--- src/rtl/dntmr_pkg.sv ---
package dntmr_pkg;

  localparam int BIT_EN   = 7;
  localparam int BIT_PER  = 6;
  localparam int BIT_FAST = 3;

  typedef enum logic [1:0] {
    IDX_LOAD  = 2'd0,
    IDX_VALUE = 2'd1,
    IDX_CTRL  = 2'd2,
    IDX_CLEAR = 2'd3
  } reg_idx_e;

  typedef struct packed {
    logic en;
    logic per;
    logic fast;
  } ctrl_t;

  function automatic logic [7:0] ctrl_pack(input ctrl_t c);
    logic [7:0] v;
    v = '0;
    v[BIT_EN]   = c.en;
    v[BIT_PER]  = c.per;
    v[BIT_FAST] = c.fast;
    return v;
  endfunction

endpackage

--- src/rtl/dntmr_regs.sv ---
module dntmr_regs
  import dntmr_pkg::*;
#(
  parameter int ADDR_W = 4,
  parameter int DATA_W = 32,
  parameter int CNT_W  = 32
) (
  input  logic              clk,
  input  logic              rst,
  input  logic              bus_wr,
  input  logic [ADDR_W-1:0] bus_addr,
  input  logic [DATA_W-1:0] bus_wdata,
  output logic [CNT_W-1:0]  load_q,
  output ctrl_t             ctrl_q,
  output logic              ld_wr,
  output logic              clr_wr,
  output logic              start
);

  logic     aligned;
  reg_idx_e idx;
  logic     ctrl_wr;

  assign aligned = (bus_addr[1:0] == 2'b00);
  assign idx     = reg_idx_e'(bus_addr[3:2]);
  assign ld_wr   = bus_wr && aligned && (idx == IDX_LOAD);
  assign ctrl_wr = bus_wr && aligned && (idx == IDX_CTRL);
  assign clr_wr  = bus_wr && aligned && (idx == IDX_CLEAR);
  assign start   = ctrl_wr && bus_wdata[BIT_EN] && !ctrl_q.en;

  always_ff @(posedge clk) begin
    if (rst) begin
      load_q <= '0;
      ctrl_q <= '0;
    end else begin
      if (ld_wr) load_q <= bus_wdata[CNT_W-1:0];
      if (ctrl_wr) begin
        ctrl_q.en   <= bus_wdata[BIT_EN];
        ctrl_q.per  <= bus_wdata[BIT_PER];
        ctrl_q.fast <= bus_wdata[BIT_FAST];
      end
    end
  end

  AST_ZERO_CTRL_STOPS: assert property (@(posedge clk) disable iff (rst)
    (ctrl_wr && bus_wdata == '0) |=> !ctrl_q.en);

  AST_LOAD_CAPTURE: assert property (@(posedge clk) disable iff (rst)
    ld_wr |=> (load_q == $past(bus_wdata[CNT_W-1:0])));

endmodule

--- src/rtl/dntmr_core.sv ---
module dntmr_core
  import dntmr_pkg::*;
#(
  parameter int CNT_W = 32
) (
  input  logic             clk,
  input  logic             rst,
  input  ctrl_t            ctrl_q,
  input  logic [CNT_W-1:0] load_q,
  input  logic [CNT_W-1:0] ld_data,
  input  logic             ld_wr,
  input  logic             clr_wr,
  input  logic             start,
  input  logic             tick_slow,
  input  logic             tick_fast,
  output logic [CNT_W-1:0] cnt_q,
  output logic             irq_q
);

  localparam logic [CNT_W-1:0] ALL_ONES = {CNT_W{1'b1}};

  logic tick;
  logic step;
  logic at_zero;
  logic undf;
  logic ld_now;

  assign tick    = ctrl_q.fast ? tick_fast : tick_slow;
  assign ld_now  = ld_wr && ctrl_q.en;
  assign step    = ctrl_q.en && tick && !ld_now;
  assign at_zero = (cnt_q == '0);
  assign undf    = step && at_zero;

  always_ff @(posedge clk) begin
    if (rst) begin
      cnt_q <= '0;
    end else if (ld_now) begin
      cnt_q <= ld_data;
    end else if (start) begin
      cnt_q <= load_q;
    end else if (step) begin
      if (at_zero) cnt_q <= ctrl_q.per ? load_q : ALL_ONES;
      else         cnt_q <= cnt_q - 1'b1;
    end
  end

  always_ff @(posedge clk) begin
    if (rst)         irq_q <= 1'b0;
    else if (undf)   irq_q <= 1'b1;
    else if (clr_wr) irq_q <= 1'b0;
  end

  AST_UNDERFLOW_SETS: assert property (@(posedge clk) disable iff (rst)
    (ctrl_q.en && tick && at_zero && !ld_wr) |=> irq_q);

  AST_CLEAR_DROPS: assert property (@(posedge clk) disable iff (rst)
    (clr_wr && !(ctrl_q.en && tick && at_zero && !ld_wr)) |=> !irq_q);

  AST_PERIODIC_RELOAD: assert property (@(posedge clk) disable iff (rst)
    (ctrl_q.en && ctrl_q.per && tick && at_zero && !ld_wr) |=> (cnt_q == $past(load_q)));

  AST_FREE_WRAP: assert property (@(posedge clk) disable iff (rst)
    (ctrl_q.en && !ctrl_q.per && tick && at_zero && !ld_wr) |=> (cnt_q == ALL_ONES));

  AST_HOLD_WHEN_OFF: assert property (@(posedge clk) disable iff (rst)
    (!ctrl_q.en && !start) |=> $stable(cnt_q));

  AST_NO_IRQ_WHEN_OFF: assert property (@(posedge clk) disable iff (rst)
    (!ctrl_q.en && !irq_q) |=> !irq_q);

  AST_LOAD_BEATS_TICK: assert property (@(posedge clk) disable iff (rst)
    (ld_wr && ctrl_q.en) |=> (cnt_q == $past(ld_data)));

endmodule

--- src/rtl/dntmr_rdmux.sv ---
module dntmr_rdmux
  import dntmr_pkg::*;
#(
  parameter int ADDR_W = 4,
  parameter int DATA_W = 32,
  parameter int CNT_W  = 32
) (
  input  logic              clk,
  input  logic              rst,
  input  logic              bus_rd,
  input  logic [ADDR_W-1:0] bus_addr,
  input  logic [CNT_W-1:0]  load_q,
  input  logic [CNT_W-1:0]  cnt_q,
  input  ctrl_t             ctrl_q,
  output logic [DATA_W-1:0] rdata_q
);

  logic [DATA_W-1:0] load_x;
  logic [DATA_W-1:0] cnt_x;
  logic [DATA_W-1:0] ctrl_x;
  logic              rd_hit;
  reg_idx_e          idx;

  generate
    if (CNT_W == DATA_W) begin : g_full
      assign load_x = load_q;
      assign cnt_x  = cnt_q;
    end else begin : g_pad
      assign load_x = {{(DATA_W-CNT_W){1'b0}}, load_q};
      assign cnt_x  = {{(DATA_W-CNT_W){1'b0}}, cnt_q};
    end
  endgenerate

  assign ctrl_x = {{(DATA_W-8){1'b0}}, ctrl_pack(ctrl_q)};
  assign rd_hit = bus_rd && (bus_addr[1:0] == 2'b00);
  assign idx    = reg_idx_e'(bus_addr[3:2]);

  always_ff @(posedge clk) begin
    if (rst) begin
      rdata_q <= '0;
    end else if (rd_hit) begin
      case (idx)
        IDX_LOAD:  rdata_q <= load_x;
        IDX_VALUE: rdata_q <= cnt_x;
        IDX_CTRL:  rdata_q <= ctrl_x;
        default:   rdata_q <= '0;
      endcase
    end
  end

  AST_CLEAR_READS_ZERO: assert property (@(posedge clk) disable iff (rst)
    (bus_rd && bus_addr == 4'hC) |=> (rdata_q == '0));

endmodule

--- src/rtl/dntmr_top.sv ---
module dntmr_top
  import dntmr_pkg::*;
#(
  parameter int ADDR_W = 4,
  parameter int DATA_W = 32,
  parameter int CNT_W  = 32
) (
  input  logic              clk,
  input  logic              rst,
  input  logic              bus_wr,
  input  logic              bus_rd,
  input  logic [ADDR_W-1:0] bus_addr,
  input  logic [DATA_W-1:0] bus_wdata,
  output logic [DATA_W-1:0] bus_rdata,
  input  logic              tick_slow,
  input  logic              tick_fast,
  output logic              irq
);

  logic [CNT_W-1:0] load_q;
  logic [CNT_W-1:0] cnt_q;
  ctrl_t            ctrl_q;
  logic             ld_wr;
  logic             clr_wr;
  logic             start;

  dntmr_regs #(.ADDR_W(ADDR_W), .DATA_W(DATA_W), .CNT_W(CNT_W)) u_regs (
    .clk(clk), .rst(rst), .bus_wr(bus_wr), .bus_addr(bus_addr),
    .bus_wdata(bus_wdata), .load_q(load_q), .ctrl_q(ctrl_q),
    .ld_wr(ld_wr), .clr_wr(clr_wr), .start(start)
  );

  dntmr_core #(.CNT_W(CNT_W)) u_core (
    .clk(clk), .rst(rst), .ctrl_q(ctrl_q), .load_q(load_q),
    .ld_data(bus_wdata[CNT_W-1:0]), .ld_wr(ld_wr), .clr_wr(clr_wr),
    .start(start), .tick_slow(tick_slow), .tick_fast(tick_fast),
    .cnt_q(cnt_q), .irq_q(irq)
  );

  dntmr_rdmux #(.ADDR_W(ADDR_W), .DATA_W(DATA_W), .CNT_W(CNT_W)) u_rdmux (
    .clk(clk), .rst(rst), .bus_rd(bus_rd), .bus_addr(bus_addr),
    .load_q(load_q), .cnt_q(cnt_q), .ctrl_q(ctrl_q), .rdata_q(bus_rdata)
  );

endmodule

--- config.mk ---
export PLATFORM = sky130hd
export DESIGN_NAME = dntmr_top
export DESIGN_NICKNAME = d
export VERILOG_FILES = /design/src/rtl/dntmr_pkg.sv /design/src/rtl/dntmr_regs.sv /design/src/rtl/dntmr_core.sv /design/src/rtl/dntmr_rdmux.sv /design/src/rtl/dntmr_top.sv
export SDC_FILE = /design/constraint.sdc
export NUM_CORES = 1
export LEC_CHECK = 0
export CAP_MARGIN = 20
export CORE_MARGIN = 2
export CORE_UTILIZATION = 31
export DETAILED_ROUTE_END_ITERATION = 10
export PLACE_DENSITY_LB_ADDON = 0.05
export SLEW_MARGIN = 20
export SYNTH_ARGS = -nofsm -noshare
export SYNTH_HDL_FRONTEND = slang
export SYNTH_HIERARCHICAL = 1
export SYNTH_SLANG_ARGS = --single-unit
--- constraint.sdc ---
create_clock -name clk -period 5.75 [get_ports clk]
set_clock_uncertainty 0.1 [all_clocks]
set_input_delay 1.15 -clock clk [delete_from_list [all_inputs] [get_ports clk]]
set_output_delay 1.15 -clock clk [all_outputs]
set_load 0.005 [all_outputs]
# Yosys cells after proc, flatten, opt, wreduce, memory -nomap -nowiden
# Index checks and enable logic that the tools add are counted.
[totals] ff_bits=100 input_bits=42 wordCells=38
[classes] reduce_logical=18 eq_ne=3 muxes=9 n_addsub=1
[ops] op="32-bit two-way mux" count=5
[ops] op="32-bit one-hot mux with 3 select lines" count=1
[ops] op="32-bit logical NOT" count=1
[ops] op="32-bit by 1-bit subtractor with 32-bit output (second input constant)" count=1
[ops] op="1-bit logical AND" count=11
[ops] op="2-bit == test (second input constant)" count=2
[ops] op="2-bit logical NOT" count=2
[ops] op="1-bit two-way mux" count=3
[ops] op="3-bit nonzero test" count=1
[ops] op="2-bit by 1-bit == test with 1-bit output (second input constant)" count=1
[ops] op="1-bit logical NOT" count=2
[ops] op="2-bit nonzero test" count=1

# Logic depth before layout (Yosys ltp)
# Gate-level depths: netlist (run 1).
[logic_depth] depth_word=9 depth_mapped=11

# Modules after synthesis
# The synthesis (run 1) kept the hierarchy.
[modules_own_cells] mod="dntmr_core" area_per_inst_um2=2483.6 seq_area_each_um2=660.6 instances=1 cells_per_inst=315
[modules_own_cells] mod="dntmr_regs" area_per_inst_um2=1615.3 seq_area_each_um2=700.7 instances=1 cells_per_inst=154
[modules_own_cells] mod="dntmr_rdmux" area_per_inst_um2=1455.1 seq_area_each_um2=640.6 instances=1 cells_per_inst=119

# Worst setup path before layout (run 1)
# OpenSTA, ideal clock, no wires.
[synth_path] path_kind="input to register" from="input port bus_addr[2]" to="register u_core.cnt_q[12]" setup_ns=0.134 path_stages=11 setup_slack_ns=2.328 arrival_ns=3.188 path_buffers=4 path_cell_list="nand2b_4 or4b_4 buf_6 nor3b_2 inv_1 and2_1 clkbuf_1 clkbuf_1 clkbuf_1 a22oi_1 a21oi_1"
[synth_between] elab_chain_cells=6 elab_cells_between_ends=12
[synth_lines] item="from (decl)" line="dntmr_top.sv:12" source="input logic [ADDR_W-1:0] bus_addr,"
[synth_lines] item="2-bit == test *" line="dntmr_regs.sv:27" source="assign ctrl_wr = bus_wr && aligned && (idx == IDX_CTRL);"
[synth_lines] item="1-bit logical AND *" line="dntmr_regs.sv:27"
[synth_lines] item="1-bit logical AND * (2 in a row)" line="dntmr_regs.sv:29" source="assign start = ctrl_wr && bus_wdata[BIT_EN] && !ctrl_q.en;"
[synth_lines] item="net start" line="dntmr_top.sv:25" source="logic start;"
[synth_lines] item="32-bit two-way mux" line="dntmr_core.sv:39" source="end else if (start) begin"
[synth_lines] item="32-bit two-way mux" line="dntmr_core.sv:37" source="end else if (ld_now) begin"
[synth_lines] item="to (signal assigned)" line="dntmr_core.sv:38" source="cnt_q <= ld_data;"
[synth_lines] item="to (signal assigned)" line="dntmr_core.sv:40" source="cnt_q <= load_q;"
[synth_lines] item="to (signal assigned)" line="dntmr_core.sv:42" source="if (at_zero) cnt_q <= ctrl_q.per ? load_q : ALL_ONES;"
[synth_lines] item="to (decl)" line="dntmr_core.sv:16" source="output logic [CNT_W-1:0] cnt_q,"
# Mark *: on every way through the listed nets, which the timed path passes. The rest lies on a longest branch.
# A chain may end at the register's enable or synchronous reset.

# Worst setup path in the final report (run 1)
[layout_path] from="input port bus_addr[3]" to="register u_core.cnt_q[4]"
# The elaborated chain is that of the path after synthesis.

==> results of run 1 <==
-- state kept, by name (all words and copies together), names as in the netlist --
name             cells
u_rdmux/rdata_q     32
u_regs/ctrl_q        3
u_regs/load_q       32
u_core/irq_q         1
u_core/cnt_q        32
-- cells by family after synthesis --
logic type | share of synthesized area [%]
xor gates and xnor gates | 3.31
adders and majority gates | 0.450
and+or+nand+nor | 21.5
AOI/OAI and AO/OA | 21.6
muxes | 12.3
DFF | 36.0
buffers and inverters | 4.87
-- worst register-to-register path, delay by kind of cell, from the launching register on --
kind             cells  cell delay [ns]
flip-flops           1             0.37
AO/OA/AOI/OAI        3             1.36
AND/OR/NAND/NOR      3             1.39
-- cell usage in the layout, fill, tap and decap left out, drive strengths merged, types with 3 or more instances in the layout --
master | Yosys | routed
clkbuf | 29 | 12
nor2 | 30 | 30
or3 | 3 | 3
xor2 | 11 | 11
mux2i | 67 | 67
o221ai | 15 | 15
a221oi | 4 | 4
o211ai | 6 | 6
xnor2 | 10 | 10
and3 | 3 | 3
nand3 | 8 | 8
or2 | 8 | 8
inv | 5 | 5
clkinv | 0 | 3
o21ai | 16 | 16
a211oi | 7 | 7
and2 | 3 | 3
buf | 18 | 12
a21oi | 21 | 21
nand3b | 4 | 4
o211a | 3 | 3
nand2 | 14 | 14
nand4b | 4 | 4
nor3b | 3 | 3
nor4 | 9 | 9
o2bb2ai | 30 | 30
nand4 | 4 | 4
a31oi | 3 | 3
nand2b | 69 | 69
or4 | 8 | 8
o22ai | 12 | 12
clkdlybuf4s50 | 0 | 72
dfxtp | 100 | 100
a22oi | 24 | 24
nor3 | 18 | 18
-- layer usage --
metal	vias to the layer above	track usage, %	share of wire (%)
li1	2292	-	-
met1	2296	24.5	49
met2	128	29.0	45
met3	15	3.44	4.3
met4	0	4.76	1.4
met5	-	0	0
-- power groups by stage --
stage	combinational, mW	clock, mW	sequential (mW)
2_1_floorplan	0.245	0	0.730
3_3_place_gp	0.338	0	0.735
3_5_place_dp	0.339	0	0.735
4_1_cts	0.341	0.622	0.719
5_1_grt	0.372	0.649	0.721
6_report	0.342	0.600	0.719
-- worst max-delay path by stage --
stage | startpoint | end | slack [ns] | cells after the start
3_5_place_dp | bus_addr[3] | u_core/cnt_q[4] | 1.44 | 9
3_3_place_gp | bus_addr[3] | u_core/cnt_q[2] | 1.53 | 9
4_1_cts | bus_addr[3] | u_core/cnt_q[3] | 1.80 | 9
2_1_floorplan | bus_addr[2] | u_core/cnt_q[12] | 2.33 | 11
6_report | bus_addr[3] | u_core/cnt_q[4] | 1.77 | 9
5_1_grt | bus_addr[3] | u_core/cnt_q[23] | 1.51 | 9
-- cell usage after synthesis (all sizes together) (4+ instances only) --
cell / number / area share, %
nor2: 30 / 2.0
or4: 8 / 1.1
xnor2: 10 / 1.6
nor4: 9 / 1.7
a22oi: 24 / 3.2
a211oi: 7 / 1.1
dfxtp: 100 / 36
nand4b: 4 / 0.74
a221oi: 4 / 0.63
o21ai: 16 / 1.5
o221ai: 15 / 2.5
nand3: 8 / 0.72
buf: 18 / 2.6
nand3b: 4 / 0.54
mux2i: 67 / 12
nand4: 4 / 0.45
xor2: 11 / 1.7
clkbuf: 29 / 2.0
inv: 5 / 0.34
nor3: 18 / 1.8
a21oi: 21 / 1.9
nand2: 14 / 0.99
o2bb2ai: 30 / 5.9
or2: 8 / 0.90
o211ai: 6 / 0.81
nand2b: 69 / 7.9
o22ai: 12 / 1.4
-- through the flow --
stage	cell area [um2]	hold slack, ns	util, %	power (mW)	setup WS (ns)
floorplan	5550	0.355	-	0.975	2.33
global placement	6390	0.344	36.7	1.07	1.53
detailed placement	6390	0.346	36.7	1.07	1.44
CTS	6680	0.369	38.4	1.68	1.80
global route	6680	0.381	38.4	1.74	1.51
finish	6680	0.363	38.4	1.66	1.77
-- cell type report --
type	instances	area share [%]
inverters	5	0.281
multi-input cells	436	49.2
clock inverters	4	0.337
repair buffers	84	12.1
clock buffers	12	3.99
flip-flops and latches	100	30.0
well taps	225	4.21
==> out/qor.csv, run 1 <==
stage;metric;value;unit
status;outcome;complete, no violations;
pwr;Sw Ratio;29.6;%
place;Buffers on Ports;74;
cells_and_area;Area Overhead vs Synth;20.3;%
cells_and_area;ANT cells;0;
die;DIE HEIGHT;138;um
synthesis;Syn Nets;632;
clock_network;Max H-tree Level;3;
synthesis;Post-synth EDFFs;0;
route;vias after detailed routing;4731;
sta;Fin. Hold Viols;0;
sta;RSZ-0062 raised after global routing;false;
die;Die Wd;138;um
pwr;Internal Power;1.17;mW
setup_path;Worst EP arrival;4.16;ns
cells_and_area;share of cells above drive strength 1;9.98;%
sta;min Tclk post-route;3.98;ns
clock_network;clock root buffer;clkbuf_16;
hold_path;Min-Delay Startpoint;u_rdmux/rdata_q[5];
setup_path;CP max stage cell;clkdlybuf4s50_1;
synthesis;synthesized area per cell;9.45;um2
global_routing;vias in the first global route;4625;
place;Detailed Place HPWL;11400;um
synthesis;sequential share of the synthesized area;36.0;%
setup_path;RR Startpoint;u_core/cnt_q[10];
hold_path;hold worst-path end;u_rdmux/rdata_q[5];
route;Via-to-Cell Ratio;5.46;
die;Core ar.;0.0174;mm2
setup_path;flop2flop setup slack;2.47;ns
cells_and_area;Register Area;0.00200;mm2
synthesis;cell count after synthesis;588;
sta;period utilization;69.2;%
global_routing;GRT overflow;0;
setup_path;Worst path max stage delay;0.70;ns
pwr;Pwr per Cell Area;249;mW/mm2
global_routing;largest net degree at the start of global routing;71;
setup_path;R2R Path End;u_core/cnt_q[21];
die;initial cell density of the core;31.9;%
global_routing;initial antenna violation count;0;
setup_path;worst reg-to-reg path cell count;6;
clock_network;cts hold-fix bufs;0;
global_routing;first-pass GRT wire length;26200;um
flow_run;Max Cap Viol;0;
sta;fmax;0.251;GHz
synthesis;Seq cells post-synth;100;
setup_path;Top Family by Delay on Critical Path;simple AND/OR/NAND/NOR gates;
pwr;Max VDD drop;0.162;mV
sta;Slew headroom;30.6;%
pwr;logic gate share of total power;20.6;%
clock_network;Sink Count;100;
setup_path;CP startpoint kind;input pin;
cells_and_area;footprint of the multi-input gates;0.00328;mm2
hold_path;worst hold stages;1;
setup_path;worst path bufs/invs;3;
sta;Max Transition Viols Final;0;
route;final WL;16600;um
die;I/O pin count;75;
die;# rows;48;
clock_network;CTS tree;yes;
cells_and_area;fin cells;866;
route;drt pass-1 iters;4;
clock_network;Reg clk slew, reported paths;0.07;ns
setup_path;Crit Path Category;in2reg;
route;drt first-iter violations;314;
synthesis;synth warn;6;
pwr;sequential power share;43.3;%
cells_and_area;Fill cells;1772;
clock_network;CTS Buffer Depth;2;
route;drt drc;0;
synthesis;Mapped Area;0.00555;mm2
clock_network;clock latency at the later pin of the worst-skew pair;0.35;ns
sta;Post-Route Setup TNS;0;ns
route;antenna viol nets, final;0;
pwr;Clk pwr share;36.1;%
setup_path;Worst Path Required;5.93;ns
route;wire length per cell;19.1;um
synthesis;Top FF cell, synth;dfxtp_1;
global_routing;GR Util All Layers;17.9;%
pwr;leakage power;2.31;nW
place;placed cells;850;
clock_network;Resized cells post-CTS;0;
clock_network;Num CTS Buffers;9;
synthesis;Async SR Flop Fraction;0;%
setup_path;Crit. End Element;register;
die;DIE AREA;0.0190;mm2
hold_path;Hold Crit Class;reg2reg;
clock_network;Post-CTS Setup Bufs;0;
setup_path;crit-path cells;clkdlybuf4s50_1, or4b_4, nor3b_2, buf_4, a21oi_1, nor2_1, buf_4, o221ai_1, a21oi_1;
pwr;NetSw;0.491;mW
place;Final Wtd Congestion;0.842;
synthesis;post-synth cell types;64;
sta;# setup viols final;0;
setup_path;CP Max Fanout;10;
cells_and_area;final net count;680;
sta;Worst-Margin Slew;1.04;ns
Power figures use the tool's default switching activity.
==> inputs of run 2 (changes only) <==
- clock period: 5.75 -> 3.9 ns (I/O delays scaled with it)
==> out/qor.csv, run 2 (synthesis gave the netlist of run 1 again) <==
stage;metric;value;unit
route;drt pass-1 iters;5;
route;final WL;16600;um
pwr;NetSw;0.735;mW
sta;Max Transition Viols Final;0;
setup_path;worst reg-to-reg path cell count;7;
die;DIE AREA;0.0190;mm2
cells_and_area;ANT cells;0;
hold_path;Hold Crit Class;reg2reg;
setup_path;Crit. End Element;register;
cells_and_area;commonest non-fill, non-tap cells in the layout;dfxtp_1, clkdlybuf4s50_1, nand2b_1, mux2i_1, nor2_1;
pwr;leakage power;2.37;nW
clock_network;Num CTS Buffers;9;
place;Detailed Place HPWL;11800;um
setup_path;CP Max Fanout;6;
route;Via-to-Cell Ratio;5.39;
setup_path;Worst path depth;10;
setup_path;Worst EP arrival;3.41;ns
die;initial cell density of the core;31.9;%
clock_network;cts hold-fix bufs;0;
cells_and_area;fin cells;880;
cells_and_area;final net count;694;
flow_run;Max Cap Viol;0;
sta;Post-Route Setup TNS;0;ns
global_routing;vias in the first global route;4744;
global_routing;GR Util All Layers;18.3;%
sta;Worst-Margin Slew;1.10;ns
die;# rows;48;
pwr;Internal Power;1.72;mW
setup_path;Worst Path Required;4.08;ns
clock_network;CTS Buffer Depth;2;
cells_and_area;share of cells above drive strength 1;11.5;%
pwr;Clk pwr share;35.2;%
global_routing;initial antenna violation count;0;
pwr;Max VDD drop;0.233;mV
global_routing;first-pass GRT wire length;26700;um
pwr;sequential power share;43.2;%
clock_network;clock root buffer;clkbuf_16;
clock_network;CTS tree;yes;
setup_path;crit-path cells;clkdlybuf4s50_1, nand2b_4, or4b_4, nor3b_2, a21boi_0, a31oi_1, or2_2, nor2_1, o21ai_0, o211ai_1;
setup_path;worst path bufs/invs;1;
route;wire length per cell;18.9;um
die;DIE HEIGHT;138;um
setup_path;CP startpoint kind;input pin;
route;antenna viol nets, final;0;
route;drt drc;0;
sta;# setup viols final;0;
status;outcome;complete, no violations;
route;vias after detailed routing;4744;
sta;Fin. Hold Viols;0;
clock_network;Sink Count;100;
place;placed cells;864;
sta;period utilization;82.8;%
pwr;Pwr per Cell Area;361;mW/mm2
place;Buffers on Ports;74;
clock_network;Resized cells post-CTS;0;
die;I/O pin count;75;
setup_path;Top Family by Delay on Critical Path;simple AND/OR/NAND/NOR gates;
clock_network;Reg clk slew, reported paths;0.07;ns
cells_and_area;most common cell after layout, fill and taps aside;dfxtp_1;
die;Core ar.;0.0174;mm2
sta;RSZ-0062 raised after global routing;false;
die;Die Wd;138;um
sta;fmax;0.310;GHz
hold_path;worst hold stages;1;
clock_network;clock latency at the later pin of the worst-skew pair;0.36;ns
global_routing;largest net degree at the start of global routing;43;
cells_and_area;biggest regs;u_core/cnt_q x32, u_rdmux/rdata_q x32, u_regs/load_q x32;
route;drt first-iter violations;218;
pwr;Sw Ratio;29.9;%
sta;Slew headroom;26.2;%
clock_network;Post-CTS Setup Bufs;0;
setup_path;Crit Path Category;in2reg;
setup_path;Worst path max stage delay;0.58;ns
sta;min Tclk post-route;3.23;ns
setup_path;CP max stage cell;or4b_4;
global_routing;GRT overflow;0;
pwr;logic gate share of total power;21.6;%
place;Final Wtd Congestion;0.871;
clock_network;Max H-tree Level;3;
cells_and_area;Area Overhead vs Synth;22.6;%
==> run 2: cell count changes in the layout (fill, tap and decap cells not counted) <==
cell,change
clkbuf_1,+3
buf_4,+11
buf_12,+3
clkinv_2,-3
clkbuf_8,-2
clkinvlp_4,+2
==> run 2: per-stage QoR <==
step                      hold WS (ns)  setup WS, ns  power, mW  area [um2]  utilization [%]
final                            0.365         0.672       2.46        6810             39.1
after global routing             0.385         0.526       2.58        6810             39.1
after CTS                        0.370         0.686       2.49        6810             39.1
after detailed placement         0.345         0.310       1.62        6540             37.5
after global placement           0.343         0.398       1.62        6540             37.5
after floorplan                  0.355         0.848       1.44        5550                -
==> run 2: final cells by class <==
| cell class | count | area (um2) |
|---|---|---|
| Timing Repair Buffer | 98 | 948 |
| Fill cell | 1796 | 10600 |
| Tap cell | 225 | 282 |
| Clock inverter | 3 | 22.5 |
| Sequential cell | 100 | 2000 |
| Inverter | 5 | 18.8 |
| Clock buffer | 13 | 250 |
| Multi-Input combinational cell | 436 | 3280 |
==> run 2: routing by layer <==
layer | up-vias | GRT usage [%] | routed length [um]
li1 | 2328 | - | -
met1 | 2285 | 26.3 | 8250
met2 | 115 | 28.1 | 7420
met3 | 16 | 3.44 | 719
met4 | 0 | 4.71 | 223
met5 | - | 0 | 0
==> run 2: power by group through the flow <==
stage                     clock network [mW]  logic (mW)  registers (mW)
after floorplan                            0       0.362            1.08
after global placement                     0       0.532            1.08
after detailed placement                   0       0.532            1.08
after CTS                              0.893       0.535            1.06
after global routing                   0.927       0.585            1.06
final                                  0.865       0.531            1.06
==> run 2: final timing paths <==
kind | from | slack [ns] | endpoint
max | bus_wr | 0.67 | u_core/cnt_q[29]
min | u_rdmux/rdata_q[9] | 0.37 | u_rdmux/rdata_q[9]
max reg2reg | u_core/cnt_q[24] | 0.96 | u_core/cnt_q[18]
min reg2reg | u_rdmux/rdata_q[9] | 0.37 | u_rdmux/rdata_q[9]
==> run 2: worst reg2reg max path, cell delays in order, from the launching register on <==
cell	delay, ns
dfxtp_1	0.40
or4_1	0.71
nor4_4	0.30
nand4b_2	0.29
o21ai_2	0.58
buf_12	0.22
o22ai_1	0.08
o22ai_1	0.19
